### src/rtl/pf_serializer.sv
module pf_serializer #(
  parameter int PIX_PER_BIT = 4
) (
  input  logic       clk,
  input  logic       rst_n,
  input  logic       wr_en,
  input  logic [1:0] wr_sel,
  input  logic [7:0] wr_data,
  input  logic       line_start,
  output logic       pf_on
);
  localparam int PF_BITS = 20;
  localparam int HALF    = PF_BITS * PIX_PER_BIT;
  localparam int LINE    = 2 * HALF;
  localparam int PW      = $clog2(LINE);
  localparam int SW      = $clog2(PF_BITS);

  logic [3:0]         pf_a;
  logic [7:0]         pf_b, pf_c;
  logic               mir_req, mir_cur;
  logic               active;
  logic [PW-1:0]      pos;
  logic [PF_BITS-1:0] seq;

  always_ff @(posedge clk or negedge rst_n)
    if (!rst_n) begin
      pf_a    <= '0;
      pf_b    <= '0;
      pf_c    <= '0;
      mir_req <= 1'b0;
    end else if (wr_en) begin
      case (wr_sel)
        2'd0: pf_a    <= wr_data[7:4];
        2'd1: pf_b    <= wr_data;
        2'd2: pf_c    <= wr_data;
        default: mir_req <= wr_data[0];
      endcase
    end

  always_ff @(posedge clk or negedge rst_n)
    if (!rst_n) begin
      active  <= 1'b0;
      pos     <= '0;
      mir_cur <= 1'b0;
    end else if (line_start) begin
      active <= 1'b1;
      pos    <= '0;
    end else if (active) begin
      if (pos == PW'(LINE - 1)) active <= 1'b0;
      if (pos == PW'(HALF - 1)) mir_cur <= mir_req;
      pos <= pos + 1'b1;
    end

  assign seq[3:0]   = pf_a;
  assign seq[19:12] = pf_c;
  for (genvar j = 0; j < 8; j++) begin : g_mid
    assign seq[4 + j] = pf_b[7 - j];
  end

  logic          right;
  logic [PW-1:0] qpos, grp_w;
  logic [SW-1:0] grp, idx;

  assign right = pos >= PW'(HALF);
  assign qpos  = right ? pos - PW'(HALF) : pos;
  assign grp_w = qpos / PW'(PIX_PER_BIT);
  assign grp   = grp_w[SW-1:0];
  assign idx   = (right && mir_cur) ? SW'(PF_BITS - 1) - grp : grp;
  assign pf_on = active & seq[idx];
endmodule

### config.mk
export PLATFORM = sky130hd
export DESIGN_NAME = pf_serializer
export DESIGN_NICKNAME = d
export VERILOG_FILES = /design/src/rtl/pf_serializer.sv
export SDC_FILE = /design/constraint.sdc
export NUM_CORES = 1
export LEC_CHECK = 0
export ABC_AREA = 1
export CAP_MARGIN = 25
export CORE_MARGIN = 5
export CORE_UTILIZATION = 25
export CTS_CLUSTER_SIZE = 25
export DETAILED_ROUTE_END_ITERATION = 8
export GPL_TIMING_DRIVEN = 0
export SLEW_MARGIN = 20
export SYNTH_ARGS = -nofsm -noshare
export SYNTH_HDL_FRONTEND = slang
export SYNTH_SLANG_ARGS = --single-unit
### constraint.sdc
create_clock -name clk -period 2.42 [get_ports clk]
set_clock_uncertainty 0.05 [all_clocks]
set_input_delay 0.242 -clock clk [delete_from_list [all_inputs] [get_ports clk]]
set_output_delay 0.242 -clock clk [all_outputs]
set_load 0.005 [all_outputs]
==> results of run 1 <==
## final timing paths
kind / start / to / slack (ns) / cells past startpoint
hold reg to reg: pf_a[2] / pf_a[2] / 0.44 / 2
setup / recovery: pos[5] / pf_on / -0.34 / 17
setup reg to reg: pos[2] / pos[7] / 0.49 / 7
max in group asynchronous: rst_n / pos[4] / 1.35 / 2
min in group asynchronous: rst_n / pos[7] / 0.48 / 2
hold / removal: pf_a[2] / pf_a[2] / 0.44 / 2
## placed cells by master (no fill, tap or decap), drive strengths merged
cell	netlist	layout
a31oi	1	1
inv	26	26
o21ai	30	30
clkbuf	2	8
nand3	30	30
a21oi	10	10
nor3	4	4
nor3b	1	1
buf	1	28
ha	7	7
xor2	2	2
dlygate4sd3	0	1
clkinv	0	1
nor2	11	11
dfrtp	31	31
a22o	1	1
bufinv	0	1
clkdlybuf4s50	0	12
nand2	69	69
## cells by family (layout without fill, tap and decap cells)
logic type,Yosys count,count (layout),synth area share [%]
fa+ha+maj,7,7,5.021
buf+inv,29,77,6.312
simple gates,115,115,30.85
flops,31,31,44.48
compound gates,42,42,12.34
xor+xnor,2,2,1.004
## cell type report
class / count / area [sq um] / area share, %
clock buffers: 6 / 82.58 / 3.295
clock inverters: 2 / 35.03 / 1.398
flip-flops and latches: 31 / 778.2 / 31.05
well taps: 96 / 120.1 / 4.793
multi-input cells: 166 / 1045 / 41.69
inverters: 26 / 97.59 / 3.894
repair buffers: 40 / 335.3 / 13.38
plain buffers: 3 / 12.51 / 0.4993
## worst max-delay path, cell delays in order (launching register included)
cell,delay (ns)
dfrtp_1,0.40
inv_2,0.12
ha_4,0.14
nand2_2,0.04
inv_2,0.06
nand3_4,0.08
nand2_4,0.13
xor2_4,0.18
inv_2,0.08
ha_4,0.16
xor2_2,0.16
nand2_2,0.09
nand2_2,0.09
inv_2,0.04
a21oi_2,0.12
nand2_1,0.07
nor2_2,0.10
buf_2,0.12
## metal layers
layer	vias to the layer above	global-route usage, %	wire length [microns]
met5	-	0	0
met4	0	4.762	123
met3	12	2.092	191
met2	38	18.46	2286
met1	798	14.33	2099
li1	831	-	-
## state kept, by name, summed over array words and instances, names as in the netlist
signal and cells:
pos 8, active 1, mir_req 1, pf_a 4, pf_c 8, pf_b 8, mir_cur 1
## metrics by stage
stage               instance area, sq um  TNS, ns  instances
floorplan                           1754        0        226
global placement                    2014  -0.7514        336
detailed placement                  2009  -0.7638        336
CTS                                 2384  -0.3011        362
global route                        2506  -0.4858        370
finish                              2506  -0.3448        370
## where the power goes
part / leakage [nW] / total [mW] / switching, mW / internal [mW]
sequential: 0.386 / 0.621 / 0.0421 / 0.579
combinational: 0.713 / 0.187 / 0.102 / 0.0858
clock: 0.0612 / 0.532 / 0.199 / 0.333
total: 1.16 / 1.34 / 0.343 / 0.997
## what timing repair did
item | in CTS | in global routing
setup endpoints to repair | 1 | 1
hold buffers | 1 | 0
gates resized for setup | 31 | 18
gates cloned | 0 | 0
pin swaps | 18 | 13
hold endpoints to repair | 31 | 0
setup buffers | 17 | 8
==> results by group, run 1 <==
Route
  – Vias/cell: 4.538
  – WL/cell: 12.71 microns
  – Initial DRT Pass Iterations: 4
  – Routed WL: 4.701 mm
  – Via count: 1679
  – Residual DRC: 0
  – DRT antenna net count: 0
  – Initial drt markers: 109

Layout
  – Final Net Count: 294
  – Fillers: 668
  – Area grow syn2layout: 43.69%
  – Share of post-route cells with drive strength above 1: 27.37%
  – Util after Layout: 36.89%
  – N_diodes: 0

Synthesis
  – Synth cell types: 18
  – Synth Warn #: 0
  – Top area cells in the synthesized netlist: dfrtp_1 (44%), nand2_1 (14%), o21ai_0 (8.6%)
  – FFs w/ async S/R, synth: 100.0%
  – Area leader, netlist: dfrtp_1
  – Netlist Area Pre-Place: 1744 sq um
  – EDFF count, synth: 0
  – Leading cell types by count after synthesis: nand2_1 (63), dfrtp_1 (31), o21ai_0 (30), nand3_1 (27), inv_1 (25)
  – Most numerous cell in the Yosys netlist: nand2_1
  – Post-synth top area share: 44.48%
  – FF+latch count, synth: 31
  – Sequential area share after synthesis: 44.48%
  – Mean cell area of the mapped netlist: 7.718 sq um
  – Mapped Cells: 226
  – Syn_nets: 247
  – Top_reg_cell synth: dfrtp_1

STA
  – Fin Hold WS: 0.4392 ns
  – Final Hold Fails: 0
  – Period utilisation layout: 114.2%
  – Unrepaired setup endpoints after global routing: yes
  – Clock period minus worst slack: 2.765 ns
  – Final setup viols: 1
  – Final WS setup: -0.3448 ns
  – Relative slew margins: 53.92%
  – Worst Max-Slew Pin Slew: 0.6912 ns
  – Fmax: 0.3617 GHz
  – Final Slew Violations: 0

CTS
  – H-tree depth: 2
  – Clk root buf: clkbuf_8
  – Clock-pin slew on the worst setup and hold paths: 0.07 ns
  – TritonCTS buffer count: 5
  – CTS tree: built
  – Max clock buf depth: 2
  – Clk_lat worst skew: 0.29 ns
  – Clk sink count: 31

Die
  – Vert. Die Dim: 93.53 microns
  – Core area: 6794 sq um
  – I/O Pins: 15
  – Starting Density: 25.67%
  – Overall die width: 93.53 microns
  – Placement Rows: 30
  – Die Area: 8747 sq um

Power and ir drop
  – Total power: 1.340 mW
  – VDD IR max: 259.7 uV
  – Lkg Pwr: 1.159 nW
  – Pwr Density: 534.6 nW/um^2

Global routing
  – Vias in the first global route: 1678
  – Grt ovf: 0
  – Initial antenna violation count: 0
  – Largest net degree at the start of global routing: 32
  – Gr usage total: 11.23%
  – First-pass GRT wire length: 7.907 mm

Place
  – I/O Buffers: 14
  – RD Place Congestion: 0.8477
  – Post-DP HPWL: 2.978 mm
  – Setup WS pre-CTS: -0.7638 ns

Setup path
  – Worst setup SP type: flop
  – CP Class: flop to output port
  – Crit path DAT: 2.47 ns
  – CP endpoint kind: output port
  – CP max FO: 4
  – WP data required: 2.13 ns

Flow run
  – Max-cap viol count: 0

Run status
  – Status: finished, violations left
  – Violated checks: setup timing

Min path
  – Worst hold path class: flop to flop
(Power assumes the default switching activity.)
==> run 2: changes to the inputs <==
Settings changed: GPL_TIMING_DRIVEN 0 to unset.
==> run 2 against run 1 <==
  * The run still ends with setup timing left
  * Maximum frequency rose by 2.9%
  * Global-route usage fell by 0.61 points
  * Largest power group unchanged
  * Critical path type unchanged
  * Core utilization fell by 0.72 points
  * Sequential cell count did not move
  * Critical path depth rose by 1
  * Clock power barely moved
  * Non-clock buffer count rose by 2
  * Worst setup slack improved by 0.078 ns
  * Final cell count rose by 0.54%
==> results by group, run 2 (synthesis gave the netlist of run 1 again) <==
Layout
  – Share of post-route cells with drive strength above 1: 26.45%
  – Util after Layout: 36.17%
  – Post-route insts no fill: 372
  – Fillers: 696
  – Most frequent cells in the layout: nand2_1 (59), buf_4 (31), dfrtp_1 (30)
  – N_diodes: 0
  – Final Net Count: 296
  – Largest registers: pf_b: 8 flops, pf_c: 8 flops, pos: 8 flops
  – Area grow syn2layout: 40.89%
  – Commonest non-fill, non-tap cell in the layout: nand2_1

Place
  – Placed insts: 356
  – RD Place Congestion: 0.8505
  – I/O Buffers: 14
  – Post-DP HPWL: 3.044 mm

Setup path
  – Worst setup SP type: flop
  – Reg2reg start: pos[2]
  – WP data required: 2.13 ns
  – CP Class: flop to output port
  – CP endpoint kind: output port
  – CP max FO: 4
  – Worst reg2reg setup slack: 0.66 ns
  – Crit path DAT: 2.39 ns
  – R2r endpoint: pos[7]
  – Critical path endpoint: pf_on
  – R2R depth: 8
  – Crit path from: pos[5]

Route
  – Via count: 1621
  – DRT antenna net count: 0
  – Routed WL: 4.290 mm
  – Initial drt markers: 61
  – Vias/cell: 4.358
  – Residual DRC: 0
  – Initial DRT Pass Iterations: 4
  – WL/cell: 11.53 microns

STA
  – Worst Max-Slew Pin Slew: 0.5621 ns
  – Unrepaired setup endpoints after global routing: yes
  – Final Hold Fails: 0
  – Clock period minus worst slack: 2.687 ns
  – Period utilisation layout: 111.0%
  – Final WS setup: -0.2666 ns
  – Final Slew Violations: 0
  – Setup Total Neg Slack: -0.2666 ns
  – Relative slew margins: 62.42%
  – Final setup viols: 1
  – Fmax: 0.3722 GHz

CTS
  – TritonCTS buffer count: 5
  – Clk root buf: clkbuf_8
  – Clk_lat worst skew: 0.28 ns
  – CTS tree: built
  – Clock-pin slew on the worst setup and hold paths: 0.07 ns
  – Max clock buf depth: 2
  – Clk sink count: 31
  – H-tree depth: 2

Run status
  – Status: finished, violations left
  – Violated checks: setup timing

Die
  – Vert. Die Dim: 93.53 microns
  – Overall die width: 93.53 microns
  – Die Area: 8747 sq um
  – I/O Pins: 15
  – Starting Density: 25.67%
  – Placement Rows: 30
  – Core area: 6794 sq um

Power and ir drop
  – VDD IR max: 240.7 uV
  – Lkg Pwr: 1.169 nW
  – Pwr Density: 546.9 nW/um^2

Flow run
  – Max-cap viol count: 0

Global routing
  – First-pass GRT wire length: 7.279 mm
  – Largest net degree at the start of global routing: 32
  – Gr usage total: 10.61%
  – Vias in the first global route: 1559
  – Initial antenna violation count: 0
  – Grt ovf: 0

Min path
  – Worst hold path class: primary input to asynchronous set/reset pin
[run 2: layout make-up]
class | instances | area (sq um) | share of cell area (%)
clock inverter | 2 | 35.03 | 1.426
tap | 96 | 120.1 | 4.888
multi-input combinational | 166 | 977.2 | 39.77
sequential | 31 | 777.0 | 31.62
timing repair buffer | 45 | 367.9 | 14.97
inverter | 26 | 97.59 | 3.971
clock buffer | 6 | 82.58 | 3.360
[run 2: worst min-delay path by stage]
| stage | slack (ns) | cells after the start | to |
|---|---|---|---|
| floorplan | -0.10 | 0 | active |
| CTS | 0.31 | 2 | pf_c[6] |
| finish | 0.30 | 2 | pf_c[6] |
| detailed placement | 0.43 | 2 | pf_c[3] |
| global route | 0.34 | 2 | pf_c[3] |
| global placement | 0.42 | 2 | pf_c[1] |
[run 2: worst max-delay path: stages (launching register included)]
cell and delay, ns:
dfrtp_1 0.39, inv_2 0.12, ha_4 0.15, nand2_2 0.04
inv_2 0.06, nand3_4 0.08, nand2_4 0.10, xor2_2 0.17
inv_2 0.07, ha_4 0.16, xor2_1 0.13, nand2_1 0.10
a21oi_2 0.15, nand2_1 0.06, nand2_1 0.06, nand2_1 0.05
nand2_1 0.07, nor2_1 0.04, buf_2 0.11
[run 2: through the flow]
stage	hold WS [ns]	total power, mW	worst slack (ns)	cell area (sq um)
3_3_place_gp	0.4227	0.8075	-0.3443	2175
5_1_grt	0.3441	1.421	-0.4549	2457
2_1_floorplan	-0.1036	0.7222	0.007409	1754
6_report	0.3011	1.344	-0.2666	2457
4_1_cts	0.3136	1.351	-0.2489	2402
3_5_place_dp	0.4297	0.8110	-0.4321	2175
[run 2: routing by layer]
metal  track usage [%]  share of wire (%)  vias to the layer above  routed length, microns
met2             16.32                 45                       30                    1922
met5                 0                  0                        -                       0
met4             5.983                2.6                        0                     113
met3             2.574                4.5                       10                     191
li1                  -                  -                      835                       -
met1             13.51                 48                      746                    2062
[run 2: power breakdown]
part	leakage [nW]	switching (mW)	internal [mW]	total, mW
Sequential	0.387	0.0380	0.578	0.616
Clock	0.0612	0.202	0.333	0.534
Combinational	0.720	0.104	0.0889	0.193
[run 2: repair_timing]
| action | in CTS | in global routing |
|---|---|---|
| resized for setup | 22 | 12 |
| hold endpoints to repair | 0 | 0 |
| cloned | 0 | 0 |
| hold buffers | 0 | 0 |
| pin swaps | 15 | 14 |
| endpoints found under the setup margin | 1 | 1 |
| buffers inserted | 7 | 2 |
==> run 3: changes to the inputs <==
Settings changed: SLEW_MARGIN 20 to unset, TNS_END_PERCENT set to 50.
==> results of run 3 <==
Same layout as run 2: the final DEF is identical, and so are final timing and power.
